<file path="src/rtl/wdt_pkg.sv">
package wdt_pkg;
  localparam int DW = 16;

  localparam logic [DW-1:0] KEY_CFG_A  = 16'h3333;
  localparam logic [DW-1:0] KEY_CFG_B  = 16'hCCCC;
  localparam logic [DW-1:0] KEY_KICK_A = 16'hAAAA;
  localparam logic [DW-1:0] KEY_KICK_B = 16'h5555;

  // register view and data-word field positions
  localparam int B_EN     = 15;
  localparam int B_ACT    = 14;
  localparam int B_LOCK   = 13;
  localparam int B_NMIF   = 12;
  localparam int B_RSTF   = 11;
  localparam int B_NMICLR = 12;

  typedef enum logic [1:0] {
    SQ_IDLE,
    SQ_CFG_HALF,
    SQ_CFG_OPEN,
    SQ_KICK_HALF
  } seq_t;
endpackage

</file>
<file path="src/rtl/wdt_keyseq.sv">
module wdt_keyseq
  import wdt_pkg::*;
(
  input  logic          clk,
  input  logic          rst,
  input  logic          wr,
  input  logic          hit,
  input  logic [DW-1:0] wd,
  output logic          cfg_stb,
  output logic          kick_stb
);

  seq_t st, st_nx;

  always_comb begin
    st_nx    = st;
    cfg_stb  = 1'b0;
    kick_stb = 1'b0;
    if (wr) begin
      if (!hit) begin
        st_nx = SQ_IDLE;
      end else begin
        case (st)
          SQ_IDLE: begin
            if (wd == KEY_CFG_A)       st_nx = SQ_CFG_HALF;
            else if (wd == KEY_KICK_A) st_nx = SQ_KICK_HALF;
            else                       st_nx = SQ_IDLE;
          end
          SQ_CFG_HALF: begin
            st_nx = (wd == KEY_CFG_B) ? SQ_CFG_OPEN : SQ_IDLE;
          end
          SQ_CFG_OPEN: begin
            cfg_stb = 1'b1;
            st_nx   = SQ_IDLE;
          end
          SQ_KICK_HALF: begin
            kick_stb = (wd == KEY_KICK_B);
            st_nx    = SQ_IDLE;
          end
          default: st_nx = SQ_IDLE;
        endcase
      end
    end
  end

  always_ff @(posedge clk) begin
    if (rst) st <= SQ_IDLE;
    else     st <= st_nx;
  end

  // a wrong second key drops the sequence back to idle
  assert_bad_key_aborts_R3: assert property (@(posedge clk) disable iff (rst)
    (wr && hit && st == SQ_CFG_HALF && wd != KEY_CFG_B) |=> (st == SQ_IDLE));

  // a write to another address always aborts
  assert_foreign_write_aborts_R3: assert property (@(posedge clk) disable iff (rst)
    (wr && !hit) |=> (st == SQ_IDLE));

  // reads and idle cycles leave the sequence where it is
  assert_idle_holds_state_R12: assert property (@(posedge clk) disable iff (rst)
    (!wr) |=> $stable(st));

endmodule

</file>
<file path="src/rtl/wdt_counter.sv">
module wdt_counter #(
  parameter int MIN_EXP = 11,
  parameter int MAX_EXP = 26,
  parameter int TAP_W   = 4
) (
  input  logic             clk,
  input  logic             rst,
  input  logic             run,
  input  logic             kick,
  input  logic [TAP_W-1:0] tap,
  output logic             tmo
);

  localparam int CW = MAX_EXP;

  logic [CW-1:0] cnt;
  logic [CW-1:0] lim_mask;
  int            exp_sel;

  always_comb begin
    exp_sel = MIN_EXP + int'(tap);
    if (exp_sel > MAX_EXP) exp_sel = MAX_EXP;
  end

  // terminal count: low exp_sel bits set
  for (genvar g = 0; g < CW; g++) begin : g_mask
    assign lim_mask[g] = (g < exp_sel);
  end

  assign tmo = run && !kick && (cnt == lim_mask);

  always_ff @(posedge clk) begin
    if (rst)                     cnt <= '0;
    else if (!run || kick || tmo) cnt <= '0;
    else                          cnt <= cnt + 1'b1;
  end

  // a kick always restarts from zero
  assert_kick_restarts_R6: assert property (@(posedge clk) disable iff (rst)
    kick |=> (cnt == '0));

  // below the terminal count the counter advances by one
  assert_count_advances_R5: assert property (@(posedge clk) disable iff (rst)
    (run && !kick && cnt != lim_mask) |=> (cnt == $past(cnt) + 1'b1));

  // a stopped watchdog holds zero
  assert_idle_zero_R1: assert property (@(posedge clk) disable iff (rst)
    (!run) |=> (cnt == '0));

endmodule

</file>
<file path="src/rtl/wdt_flags.sv">
module wdt_flags (
  input  logic clk,
  input  logic por_rst,
  input  logic sys_rst,
  input  logic tmo,
  input  logic act_rst,
  input  logic clr_stb,
  input  logic access,
  output logic nmi_o,
  output logic rst_req_o,
  output logic nmi_flag,
  output logic rst_flag
);

  logic escalate;
  assign escalate = act_rst || nmi_flag;

  always_ff @(posedge clk) begin
    if (por_rst || sys_rst) begin
      nmi_o     <= 1'b0;
      rst_req_o <= 1'b0;
      nmi_flag  <= 1'b0;
    end else begin
      nmi_o     <= tmo && !escalate;
      rst_req_o <= tmo && escalate;
      if (tmo && !escalate) nmi_flag <= 1'b1;
      else if (clr_stb)     nmi_flag <= 1'b0;
    end
  end

  // cause flag: only power-on clears it by reset
  always_ff @(posedge clk) begin
    if (por_rst) begin
      rst_flag <= 1'b0;
    end else if (!sys_rst) begin
      if (tmo && escalate) rst_flag <= 1'b1;
      else if (access)     rst_flag <= 1'b0;
    end
  end

  assert_never_both_R13: assert property (@(posedge clk) disable iff (por_rst || sys_rst)
    !(nmi_o && rst_req_o));

  assert_nmi_single_cycle_R13: assert property (@(posedge clk) disable iff (por_rst || sys_rst)
    nmi_o |=> !nmi_o);

  assert_nmi_sets_flag_R7: assert property (@(posedge clk) disable iff (por_rst || sys_rst)
    nmi_o |-> nmi_flag);

  assert_escalates_R8: assert property (@(posedge clk) disable iff (por_rst || sys_rst)
    (tmo && nmi_flag) |=> (rst_req_o && !nmi_o));

  assert_reset_mode_R9: assert property (@(posedge clk) disable iff (por_rst || sys_rst)
    (tmo && act_rst) |=> rst_req_o);

  assert_cause_recorded_R11: assert property (@(posedge clk) disable iff (por_rst || sys_rst)
    rst_req_o |-> rst_flag);

endmodule

</file>
<file path="src/rtl/wdt_keyed.sv">
module wdt_keyed
  import wdt_pkg::*;
#(
  parameter int              ADDR_W    = 4,
  parameter logic [ADDR_W-1:0] CTRL_ADDR = '0,
  parameter int              MIN_EXP   = 11,
  parameter int              MAX_EXP   = 26,
  parameter int              TAP_W     = 4
) (
  input  logic              clk,
  input  logic              por_n,
  input  logic              sys_rst_n,
  input  logic [ADDR_W-1:0] bus_addr,
  input  logic [DW-1:0]     bus_wdata,
  input  logic              bus_wr,
  input  logic              bus_rd,
  output logic [DW-1:0]     bus_rdata,
  output logic              nmi_req,
  output logic              sys_rst_req
);

  logic             por_rst, sys_rst, rst_all;
  logic             hit, cfg_stb, kick_stb, tmo, access;
  logic             cfg_en, cfg_act, cfg_lock;
  logic [TAP_W-1:0] cfg_tap;
  logic             nmi_flag, rst_flag;
  logic [DW-1:0]    reg_view;

  assign por_rst = !por_n;
  assign sys_rst = !sys_rst_n;
  assign rst_all = por_rst || sys_rst;
  assign hit     = (bus_addr == CTRL_ADDR);
  assign access  = hit && (bus_wr || bus_rd);

  wdt_keyseq u_seq (
    .clk      (clk),
    .rst      (rst_all),
    .wr       (bus_wr),
    .hit      (hit),
    .wd       (bus_wdata),
    .cfg_stb  (cfg_stb),
    .kick_stb (kick_stb)
  );

  wdt_counter #(
    .MIN_EXP (MIN_EXP),
    .MAX_EXP (MAX_EXP),
    .TAP_W   (TAP_W)
  ) u_cnt (
    .clk  (clk),
    .rst  (rst_all),
    .run  (cfg_en),
    .kick (kick_stb),
    .tap  (cfg_tap),
    .tmo  (tmo)
  );

  wdt_flags u_flg (
    .clk       (clk),
    .por_rst   (por_rst),
    .sys_rst   (sys_rst),
    .tmo       (tmo),
    .act_rst   (cfg_act),
    .clr_stb   (cfg_stb && bus_wdata[B_NMICLR]),
    .access    (access),
    .nmi_o     (nmi_req),
    .rst_req_o (sys_rst_req),
    .nmi_flag  (nmi_flag),
    .rst_flag  (rst_flag)
  );

  // one-shot configuration
  always_ff @(posedge clk) begin
    if (rst_all) begin
      cfg_en   <= 1'b0;
      cfg_act  <= 1'b0;
      cfg_lock <= 1'b0;
      cfg_tap  <= '0;
    end else if (cfg_stb && !cfg_lock) begin
      cfg_en   <= bus_wdata[B_EN];
      cfg_act  <= bus_wdata[B_ACT];
      cfg_tap  <= bus_wdata[TAP_W-1:0];
      cfg_lock <= 1'b1;
    end
  end

  always_comb begin
    reg_view              = '0;
    reg_view[B_EN]        = cfg_en;
    reg_view[B_ACT]       = cfg_act;
    reg_view[B_LOCK]      = cfg_lock;
    reg_view[B_NMIF]      = nmi_flag;
    reg_view[B_RSTF]      = rst_flag;
    reg_view[TAP_W-1:0]   = cfg_tap;
  end

  always_ff @(posedge clk) begin
    if (rst_all)              bus_rdata <= '0;
    else if (bus_rd && hit)   bus_rdata <= reg_view;
    else                      bus_rdata <= '0;
  end

  assert_lock_freezes_R4: assert property (@(posedge clk) disable iff (rst_all)
    cfg_lock |=> (cfg_lock && $stable(cfg_en) && $stable(cfg_act) && $stable(cfg_tap)));

  assert_sysrst_disables_R1: assert property (@(posedge clk) disable iff (por_rst)
    sys_rst |=> (!cfg_en && !cfg_lock && !nmi_req && !sys_rst_req));

  assert_no_stray_data_R12: assert property (@(posedge clk) disable iff (rst_all)
    !(bus_rd && hit) |=> (bus_rdata == '0));

endmodule

</file>
<file path="config.mk">
export PLATFORM = sky130hd
export DESIGN_NAME = wdt_keyed
export DESIGN_NICKNAME = d
export VERILOG_FILES = /design/src/rtl/wdt_pkg.sv /design/src/rtl/wdt_keyseq.sv /design/src/rtl/wdt_counter.sv /design/src/rtl/wdt_flags.sv /design/src/rtl/wdt_keyed.sv
export SDC_FILE = /design/constraint.sdc
export NUM_CORES = 1
export LEC_CHECK = 0
export BUFFER_PORTS_ARGS = -buffer_cell sky130_fd_sc_hd__buf_2
export CORE_MARGIN = 2
export CORE_UTILIZATION = 35
export CTS_BUF_LIST = sky130_fd_sc_hd__clkbuf_8
export CTS_CLUSTER_SIZE = 10
export DETAILED_ROUTE_END_ITERATION = 7
export SLEW_MARGIN = 10
export SYNTH_ARGS = -nofsm -noshare
export SYNTH_HDL_FRONTEND = slang
export SYNTH_SLANG_ARGS = --single-unit
</file>
<file path="constraint.sdc">
create_clock -name clk -period 7.8 [get_ports clk]
set_input_delay 1.17 -clock clk [delete_from_list [all_inputs] [get_ports clk]]
set_output_delay 1.17 -clock clk [all_outputs]
set_load 0.005 [all_outputs]
</file>
; ---- Word level (Yosys, flattened, before mapping)
; Index checks and enable logic that the tools add are counted.
[totals]
register_bits = 55
inputBits = 25
out_inout_bits = 18
elab_cells = 93
[op_classes]
n_addsub = 2
n_lt_le_gt_ge = 27
eq_ne = 8
n_mux = 16
bitwise_logic = 1
reduce_logical = 27
[op_table]
columns = op, n
row1 = less-than comparator 6 x 32 -> 1 bit (first input constant), 10
row2 = less-than comparator 5 x 32 -> 1 bit (first input constant), 8
row3 = less-than comparator 4 x 32 -> 1 bit (first input constant), 4
row4 = less-than comparator 3 x 32 -> 1 bit (first input constant), 2
row5 = == test 16 bit (second input constant), 2
row6 = > comparator 32 x 6 -> 1 bit (second input constant), 1
row7 = less-than comparator 1 x 32 -> 1 bit (first input constant), 1
row8 = less-than comparator 2 x 32 -> 1 bit (first input constant), 1
row9 = 2-to-1 mux 32 bit, 1
row10 = adder 26 x 1 -> 26 bit (second input constant), 1
row11 = == test 26 bit, 1
row12 = == test 16 x 14 -> 1 bit (second input constant), 1
row13 = == test 16 x 15 -> 1 bit (second input constant), 1
row14 = 2-to-1 mux 1 bit, 10
row15 = logical AND 1 bit, 8
row16 = 2-to-1 mux 2 bit, 4
row17 = zero test 1 bit, 6
row18 = case mux 2 bit (3 select lines), 1
row19 = OR reduction 2 bit, 3
row20 = adder 4 x 4 -> 5 bit (first input constant), 1
row21 = logical OR 1 bit, 5
row22 = == test 2 bit (second input constant), 2
row23 = zero test 4 bit, 1
row24 = nonzero test 2 bit, 2
row25 = 4 further kinds, 4

; ---- Depth between registers and ports, before layout
[logic_depth]
depth_word = 10
mapped_depth = 14
ltp_nobuf = 9

; ---- Cells and area by module
; A second synthesis with hierarchy kept.
[unflattened]
cells_unflattened = 340
area_unflattened_um2 = 2864.0
[by_module_without_submodules]
columns = module, n_inst, cells_per_inst, area_each_um2
row1 = wdt_counter, 1, 238, 1903.1
row2 = wdt_keyed, 1, 57, 588.1
row3 = wdt_keyseq, 1, 29, 234.0
row4 = wdt_flags, 1, 16, 138.9

; ---- Least setup slack after synthesis
; Ideal clock, no wire load.
[synth_path]
path_kind = register to register
start = register cfg_tap[1]
end = register u_cnt.cnt[1]
setup_ns = 0.115
arrival_ns = 2.949
t_required_ns = 7.685
slack_ns = 4.735
stages_incl_launch_ff = 13
period_less_slack_ns = 3.065
cell_sequence = dfxtp_1 -> buf_6 -> clkbuf_1 -> inv_1 -> ha_1 -> buf_2 -> nor4b_1 -> a2111oi_4 -> xor2_1 -> nand2_1 -> or4_4 -> or3_1 -> and3_1
[synth_between]
elab_chain_len = 8
elab_cells_between_ends = 33
[synth_rtl]
columns = item, line
row1 = start: declaration, wdt_keyed.sv:25  ; logic [TAP_W-1:0] cfg_tap;
row2 = start signal: assignment, wdt_keyed.sv:82  ; cfg_tap <= bus_wdata[TAP_W-1:0];
row3 = adder 4 x 4 -> 5 bit *, wdt_counter.sv:21  ; exp_sel = MIN_EXP + int'(tap);
row4 = > comparator 32 x 6 -> 1 bit, wdt_counter.sv:22  ; if (exp_sel > MAX_EXP) exp_sel = MAX_EXP;
row5 = 2-to-1 mux 32 bit *, wdt_counter.sv:22
row6 = less-than comparator 1 x 32 -> 1 bit (tied with other cells), wdt_counter.sv:27  ; assign lim_mask[g] = (g < exp_sel);
row7 = == test 26 bit *, wdt_counter.sv:30  ; assign tmo = run && !kick && (cnt == lim_mask);
row8 = logical AND 1 bit *, wdt_counter.sv:30
row9 = logical OR 1 bit *, wdt_counter.sv:34  ; else if (!run || kick || tmo) cnt <= '0;
row10 = OR reduction 2 bit (no source line) *, --
row11 = end signal: assignment, wdt_counter.sv:35  ; else cnt <= cnt + 1'b1;
row12 = end: declaration, wdt_counter.sv:16  ; logic [CW-1:0] cnt;
; Mark *: on every way between the ends. The rest lies on a longest branch, timed or not.
; A chain may end at the register's enable or synchronous reset.

; ---- Worst setup path after layout
[layout_path]
start = register cfg_tap[0]
end = register u_cnt.cnt[11]
; The elaborated chain is that of the path after synthesis.

==> impl_metrics.yaml <==
sta:
  setup_viol: 0
  fmaxAchievable_mhz: 234
  layout_min_cycle_time_ps: 4270
  tightest_slew_ps: 1060
  finalSetupTns_ps: 0
  fin_ws_ps: 3530
  max-slew-margin-rel_pct: 29.4
  rsz0062_at_grt: "no"
  min_period_over_period_pct: 54.8
  fin_worst_skew_ps: 8.78
  drv_slew: 0
  hold_viol: 0
final_layout:
  drive_above_1_share_pct: 13.2
  final-seq-area_um2: 961
  nNetsFinal: 412
  nFillCells: 854
  syn_to_final_growth_pct: 7.13
  diodes: 0
  multi_input_area_um2: 1810
  fin_area_um2: 3220
placed_design:
  place.port_buffers: 35
  dpl.hpwl_um: 5120
  pre_cts_ws_ps: 3660
  placed_cell_area_um2: 3120
  gp_congestion: 0.898
clock_network:
  clock-sinks: 48
  clk_pin_slew_ps: 90
  cts.path.max_buffers: 2
  cts_resized: 0
  htreeDepth: 2
  cts_setup_buffers: 0
  cts_tree: "built"
  cts_hold_buf: 0
  cts_root_buffer: "clkbuf_8"
  clk-insertion-delay-late_ps: 300
  cts-buffers-inserted: 5
synthesis:
  async_reset_ff_share_pct: 0
  avgSynthCellArea_um2: 8.09
  synth_flop_cell: "dfxtp_1"
  synth_top_area_cell: "dfxtp_1"
  synth_area_leaders: "dfxtp_1 (32%), nor2_1 (5.6%), xnor2_1 (4.4%)"
  synth.yosys.warnings: 0
  seq_area_frac_synth_pct: 32.0
  synth.most_common_cell: "dfxtp_1"
  syn_inst: 371
  ys_seq_elements: 48
  synth_top_area_share_pct: 32.0
  ys_types: 62
  yosys-top-cells-count: "dfxtp_1 (48), nor2_1 (45), nand2_1 (23)"
  synth_edf_count: 0
  netlist_area_um2: 3000
worst_setup_path:
  critPathKind: "register to register"
  cp.arrival_ps: 4430
  path_buf_inv: 1
  cp_max_fo: 29
  crit_path_end_kind: "register"
  required_ps: 7960
  cpMaxStageDelayCell: "o31ai_4"
  startpoint_type: "register"
  startpoint: "cfg_tap[0]"
  critPathMaxStageDelay_ps: 790
  worstReg2RegStart: "cfg_tap[0]"
  path_cells: "inv_1 > ha_1 > nor2b_1 > nor3_1 > a211oi_1 > nand4b_1 > or4_4 > o31ai_4 > nor2_1"
  critical-path-top-delay-family: "simple AND/OR/NAND/NOR gates"
drt:
  firstDrtPassIters: 5
  wirelength_um: 7170
  wl_per_cell_um: 14.6
  drc: 0
  drt-initial-drc-count: 211
  viasPerCell: 5.45
  via_count: 2675
  drtAntennaViolNets: 0
floorplanning:
  dieWidth_um: 96.6
  start_util_pct: 36.3
  dieHeight_um: 96.6
  die_area_um2: 9330
  coreArea_um2: 8260
  fp-row-count: 33
  ios: 43
power:
  ir_drop_mv: 0.0619
  power_density_nw_per_um2: 128
  finalPower_mw: 0.411
  p_leak_nw: 1.13
hold_path:
  worstHoldPathType: "register to register"
  hold_start: "u_flg.rst_flag"
job:
  cap_violations: 0
global_route:
  grt_pass1_vias: 2423
  grt_util_all_layers_pct: 15.0
  grt_pass1_wl_um: 11700
  grt_overflow: 0
  grt_max_degree: 32
  antenna_found_initial: 0
status:
  status: "complete, no violations"
==> per-stage QoR <==
step | instances | hold slack (ps) | util, %
after global placement | 483 | 458 | 37.8
after floorplan | 377 | 429 | -
final | 491 | 480 | 38.9
after global routing | 491 | 504 | 38.9
after detailed placement | 483 | 441 | 37.8
after CTS | 491 | 484 | 38.9
==> final timing paths <==
kind                        end  slack (ps)  depth (start not counted)
hold / removal    bus_rdata[11]         480                          1
setup / recovery  u_cnt.cnt[11]        3530                          9
setup reg to reg  u_cnt.cnt[11]        3530                          9
hold reg to reg   bus_rdata[11]         480                          1
==> flip-flops by register name (all words and copies together), names as in the netlist <==
| signal | count |
|---|---|
| u_flg.nmi_flag | 1 |
| u_seq.st | 2 |
| u_cnt.cnt | 26 |
| cfg_en | 1 |
| cfg_act | 1 |
| bus_rdata | 9 |
| cfg_lock | 1 |
| u_flg.nmi_o | 1 |
| u_flg.rst_flag | 1 |
| cfg_tap | 4 |
| u_flg.rst_req_o | 1 |
==> layer usage <==
layer	up-vias	wire [um]	track usage, %
met4	0	202	6.83
li1	1331	-	-
met5	-	0	0
met2	81	3330	24.5
met3	19	283	2.10
met1	1244	3350	19.7
==> cells by family after synthesis <==
kind of cell | share of synthesized area [%]
AOI/OAI and AO/OA | 15.5
xor gates and xnor gates | 8.75
adders and majority gates | 0.834
buffers and inverters | 8.46
DFF | 32.0
muxes | 3.00
other | 0.125
and+or+nand+nor | 31.3
==> layout by cell type (no fill, tap or decap), drive strengths merged, types with 3 or more instances in the layout <==
cell type and count:
a2111oi 4, a211oi 4, a21oi 11, a31oi 4
and2 12, and3 7, and4 3, buf 35
clkbuf 6, conb 7, dfxtp 48, inv 13
mux2i 9, nand2 23, nand2b 7, nand3 18
nand4 9, nand4b 5, nor2 46, nor2b 10
nor3 9, nor4 4, nor4b 5, o211ai 3
o21ai 12, o22ai 4, o31ai 3, or3 4
or4 5, xnor2 15, xor2 15
==> power breakdown <==
part / switching, mW / internal (mW)
Clock: 0.0836 / 0.0709
Sequential: 0.00000000644 / 0.245
Combinational: 0.00625 / 0.00573
Total: 0.0899 / 0.321
==> layout make-up <==
type                            count  area share, %
Inverter                           12           1.40
Tap cell                          105           4.09
Multi-Input combinational cell    283           56.3
Clock buffer                        6           2.57
Sequential cell                    48           29.9
Timing Repair Buffer               35           5.45
Clock inverter                      2          0.350
(Power assumes the default switching activity.)
